==> config.mk <==
export PLATFORM = sky130hd
export DESIGN_NAME = twopin_scan_adapter
export DESIGN_NICKNAME = d
export VERILOG_FILES = /design/src/rtl/tpsa_pkg.sv /design/src/rtl/tpsa_slot_ctr.sv /design/src/rtl/tpsa_capture.sv /design/src/rtl/tpsa_return.sv /design/src/rtl/twopin_scan_adapter.sv
export SDC_FILE = /design/constraint.sdc
export NUM_CORES = 1
export LEC_CHECK = 0
export BUFFER_PORTS_ARGS = -buffer_cell sky130_fd_sc_hd__buf_2
export CORE_AREA = 2 2 39 41
export DETAILED_ROUTE_END_ITERATION = 10
export DIE_AREA = 0 0 41 43
export PLACE_DENSITY = 0.44
export SLEW_MARGIN = 25
export SYNTH_ARGS = -nofsm -noshare
export SYNTH_HDL_FRONTEND = slang
export SYNTH_SLANG_ARGS = --single-unit
==> constraint.sdc <==
create_clock -name lnk_clk -period 1 [get_ports lnk_clk]
set_input_delay 0.05 -clock lnk_clk [delete_from_list [all_inputs] [get_ports lnk_clk]]
set_output_delay 0.05 -clock lnk_clk [all_outputs]
set_load 0.02 [all_outputs]
==> src/rtl/tpsa_pkg.sv <==
// Shared definitions for the two-pin scan packet adapter.
// Assumes a fixed three-slot packet: complemented data, mode, return bit.
package tpsa_pkg;
    localparam int SLOT_W = 2;

    typedef enum logic [SLOT_W-1:0] {
        SLOT_DATA = 2'd0,   // host drives complemented core data
        SLOT_MODE = 2'd1,   // host drives mode select
        SLOT_RET  = 2'd2    // target drives core output
    } slot_e;
endpackage

==> src/rtl/tpsa_slot_ctr.sv <==
// Packet position tracker. It holds the slot whose bit will be taken at
// the next rising link edge. Assumes the host never skips a slot.
module tpsa_slot_ctr
    import tpsa_pkg::*;
(
    input  logic  clk,
    input  logic  rst_n,
    output slot_e slot
);
    // advance through the three slots, wrapping after the return slot
    always_ff @(posedge clk) begin
        if (!rst_n) begin
            slot <= SLOT_DATA;
        end else begin
            unique case (slot)
                SLOT_DATA: slot <= SLOT_MODE;
                SLOT_MODE: slot <= SLOT_RET;
                default:   slot <= SLOT_DATA;
            endcase
        end
    end
endmodule

==> src/rtl/tpsa_capture.sv <==
// Takes the host-driven slot bits and forms the core-side controls.
// The data bit arrives complemented. The core clock is high for the one
// link cycle after the return slot. Mode and data are already stable
// by then.
module tpsa_capture
    import tpsa_pkg::*;
#(
    parameter logic MODE_RST = 1'b1,   // mode level held during reset
    parameter logic DIN_RST  = 1'b0    // data level held during reset
) (
    input  logic  clk,
    input  logic  rst_n,
    input  slot_e slot,
    input  logic  bit_i,
    output logic  core_din,
    output logic  core_mode,
    output logic  core_clk
);
    // latch slot bits and raise the core clock once per packet
    always_ff @(posedge clk) begin
        if (!rst_n) begin
            core_din  <= DIN_RST;
            core_mode <= MODE_RST;
            core_clk  <= 1'b0;
        end else begin
            core_clk <= (slot == SLOT_RET);
            if (slot == SLOT_DATA) core_din  <= ~bit_i;
            if (slot == SLOT_MODE) core_mode <= bit_i;
        end
    end
endmodule

==> src/rtl/tpsa_return.sv <==
// Return-bit launcher. It works on the falling link edge so that the
// bit and its enable are settled half a cycle before the host samples
// them. Assumes core_dout is stable between core clock falling edges.
module tpsa_return
    import tpsa_pkg::*;
(
    input  logic  clk,
    input  logic  rst_n,
    input  slot_e slot,
    input  logic  core_dout,
    output logic  drv_o,
    output logic  drv_oe
);
    // enable the driver only across the return slot and copy the core bit
    always_ff @(negedge clk) begin
        if (!rst_n) begin
            drv_o  <= 1'b0;
            drv_oe <= 1'b0;
        end else begin
            drv_oe <= (slot == SLOT_RET);
            drv_o  <= (slot == SLOT_RET) ? core_dout : 1'b0;
        end
    end
endmodule

==> src/rtl/twopin_scan_adapter.sv <==
// Target-side adapter from a two-pin packet link to a four-wire core test
// port. One three-slot packet gives one core clock cycle. Assumes the
// pad's tristate buffer is controlled by lnk_data_oe.
module twopin_scan_adapter
    import tpsa_pkg::*;
(
    input  logic lnk_clk,
    input  logic rst_n,
    input  logic lnk_data_i,
    output logic lnk_data_o,
    output logic lnk_data_oe,
    output logic core_clk,
    output logic core_mode,
    output logic core_din,
    input  logic core_dout
);
    slot_e slot;

    tpsa_slot_ctr u_ctr (
        .clk   (lnk_clk),
        .rst_n (rst_n),
        .slot  (slot)
    );

    tpsa_capture #(
        .MODE_RST (1'b1),
        .DIN_RST  (1'b0)
    ) u_cap (
        .clk       (lnk_clk),
        .rst_n     (rst_n),
        .slot      (slot),
        .bit_i     (lnk_data_i),
        .core_din  (core_din),
        .core_mode (core_mode),
        .core_clk  (core_clk)
    );

    tpsa_return u_ret (
        .clk       (lnk_clk),
        .rst_n     (rst_n),
        .slot      (slot),
        .core_dout (core_dout),
        .drv_o     (lnk_data_o),
        .drv_oe    (lnk_data_oe)
    );
endmodule

==> out/qor.txt <==
synthesis-to-layout area growth: 56.9%
total power draw: 0.649 mW
gr ovfl total: 0
vias in the first global route: 201
post-synthesis sequential area ratio: 0.644
nets@finish: 39
Syn Inst Count: 19
vias per inst: 3.78
Synth Area in Compound Gates: 0.0920
remaining antenna violation count: 0
Final Hold Vio Count: 0
Slew @ Worst Pin: 171 ps
TritonCTS buffer count: 3
Routability Congestion: 0.565
Yosys warning total: 0
synth unique cells: 11
crit start category: flop
Crit path largest cell delay: 300 ps
Final WS setup: -275 ps
final cell count without fillers: 50
Worst EP required: 950 ps
first-pass detailed-route iteration total: 3
CTS H-tree depth: 1
layout cell share with drive strength beyond 1: 0.529
crit path to: lnk_data_o
Max Transition Viols Final: 0
hold buffers post-CTS: 0
switch share: 0.250
FILL cells: 160
die width: 41 µm
Clk network pwr share: 0.418
Pint: 0.487 mW
Tot GR Track Use: 0.0714
unrepaired setup endpoints after global routing: true
combinational share of power: 0.111
CP Class: reg -> out
Core ar.: 1380 µm²
Critical-path top delay cell: dfxtp_2
port bufs: 8
Worst EP arrival: 1230 ps
CTS tree: yes
simple-gate share of the synthesized area: 0.230
commonest non-fill, non-tap cells in the layout: buf_2, dfxtp_1, inv_1, clkbuf_4, dfxtp_2
CP Launch Point: u_ret.drv_o
combinational family with the most area after synthesis: simple AND/OR/NAND/NOR gates
Hold Crit Class: in -> reg
DRC: 0
cell count along the critical path: 1
slew margin rel.: 0.886
final setup fails: 4
leak pwr: 0.167 nW
type of destination of the critical path: output pin
row count: 14
flop2flop setup slack: -210 ps
Max Cap Viol: 0
status: complete, but fails checks
DIE HEIGHT: 43 µm
Routed WL per cell: 8.48 µm
CTS root buf: clkbuf_4
clk_lat worst skew: 300 ps
VDD IR-drop max: 0.796 mV
initial core utilization: 0.157
mux share of post-synthesis cell area: 0
first-pass GRT wire length: 759 µm
CP top delay family: flip-flops
Synth Area in Adders: 0
reg2reg path depth: 2
clk_skew: 53.8 ps
initial antenna violation count: 0
NetSw: 0.162 mW
Net Count, Synth: 23
synthesized area per cell: 11.5 µm²
Sink Count: 7
Mapped Area: 218 µm²
sequential share of power: 0.471
number of synthesized register bits: 7
Worst R2R End: u_ret.drv_o
most common cell after layout, fill and taps aside: buf_2
failing checks: setup timing
reg2reg start: u_ctr.slot[0]
largest net degree at the start of global routing: 6
worst-path cell chain: buf_6
Clock Pin Slew Worst Setup and Hold Paths: 50 ps
Longest Clk Path Bufs: 2
via count: 189
XOR/XNOR Fraction of Synth Area: 0
DRT Wirelength: 424 µm
cell count after placement: 45
Starting DRT DRC Count: 1
io pins: 9
PD cells: 1900 nW/µm²
CP Max Fanout: 1
Die ar.: 1760 µm²
buffers and inverters on the worst path: 1
Antenna diodes: 0
registers in the layout, summed over array words and instances, names as in the netlist:
name	cells
u_ret.drv_oe	1
u_ctr.slot	2
u_cap.core_din	1
u_cap.core_mode	1
u_ret.drv_o	1
u_cap.core_clk	1
worst min path at each step:
stage	start	endpoint	slack, ps	cells past startpoint
floorplan	rst_n	u_cap.core_mode	140	1
global placement	rst_n	u_cap.core_mode	280	2
detailed placement	rst_n	u_cap.core_mode	300	2
CTS	rst_n	u_cap.core_mode	50	2
global route	rst_n	u_cap.core_mode	50	2
finish	rst_n	u_cap.core_mode	50	2
cell families (layout without fill, tap and decap cells):
family | count (synthesis) | count (layout)
AO/OA/AOI/OAI | 3 | 3
AND/OR/NAND/NOR | 7 | 7
buffers and inverters | 2 | 17
flip-flops | 7 | 7
Yosys cell counts (all sizes together):
cell	instances	share of area
nor2b	1	0.029
and2	2	0.057
nand3b	1	0.034
o211ai	1	0.034
a21boi	1	0.034
dfxtp	7	0.64
and3b	1	0.046
nor3b	1	0.034
o21ai	1	0.023
inv	2	0.034
or3	1	0.029
metrics by stage:
stage	setup TNS [ps]	util	setup slack (ps)	hold slack [ps]	cell area, µm²
finish	-850	0.247	-275	50.5	342
global route	-961	0.247	-330	51.8	342
CTS	-883	0.247	-291	46.9	342
detailed placement	-389	0.212	-257	302	294
global placement	-353	0.212	-237	281	294
floorplan	-422	-	-271	139	219
cell type report:
| type | instances | area [µm²] | area share |
|---|---|---|---|
| Timing Repair Buffer | 10 | 67.6 | 0.198 |
| Multi-Input combinational cell | 10 | 72.6 | 0.212 |
| Tap cell | 16 | 20.0 | 0.0586 |
| Clock inverter | 3 | 11.3 | 0.0330 |
| Inverter | 1 | 3.75 | 0.0110 |
| Sequential cell | 7 | 144 | 0.421 |
| Clock buffer | 3 | 22.5 | 0.0659 |
what timing repair did:
action,in CTS,in global routing
gates resized for setup,7,0
setup endpoints to repair,4,5
setup buffers,0,0
metal layers:
metal / GRT usage / part of all wire / wire length (µm) / up-vias
met1: 0.0647 / 0.40 / 170 / 83
met2: 0.0938 / 0.41 / 172 / 11
met3: 0.0785 / 0.17 / 74 / 2
met4: 0.0400 / 0.014 / 6 / 0
li1: - / - / - / 93
met5: 0 / 0 / 0 / -
power groups by stage:
stage / Combinational [mW] / Sequential, mW / Clock (mW)
final: 0.0722 / 0.306 / 0.272
after global routing: 0.0791 / 0.308 / 0.320
after CTS: 0.0731 / 0.306 / 0.287
after detailed placement: 0.0693 / 0.310 / 0.0188
after global placement: 0.0665 / 0.309 / 0.0188
after floorplan: 0.0202 / 0.327 / 0.0188
(Power assumes the default switching activity.)
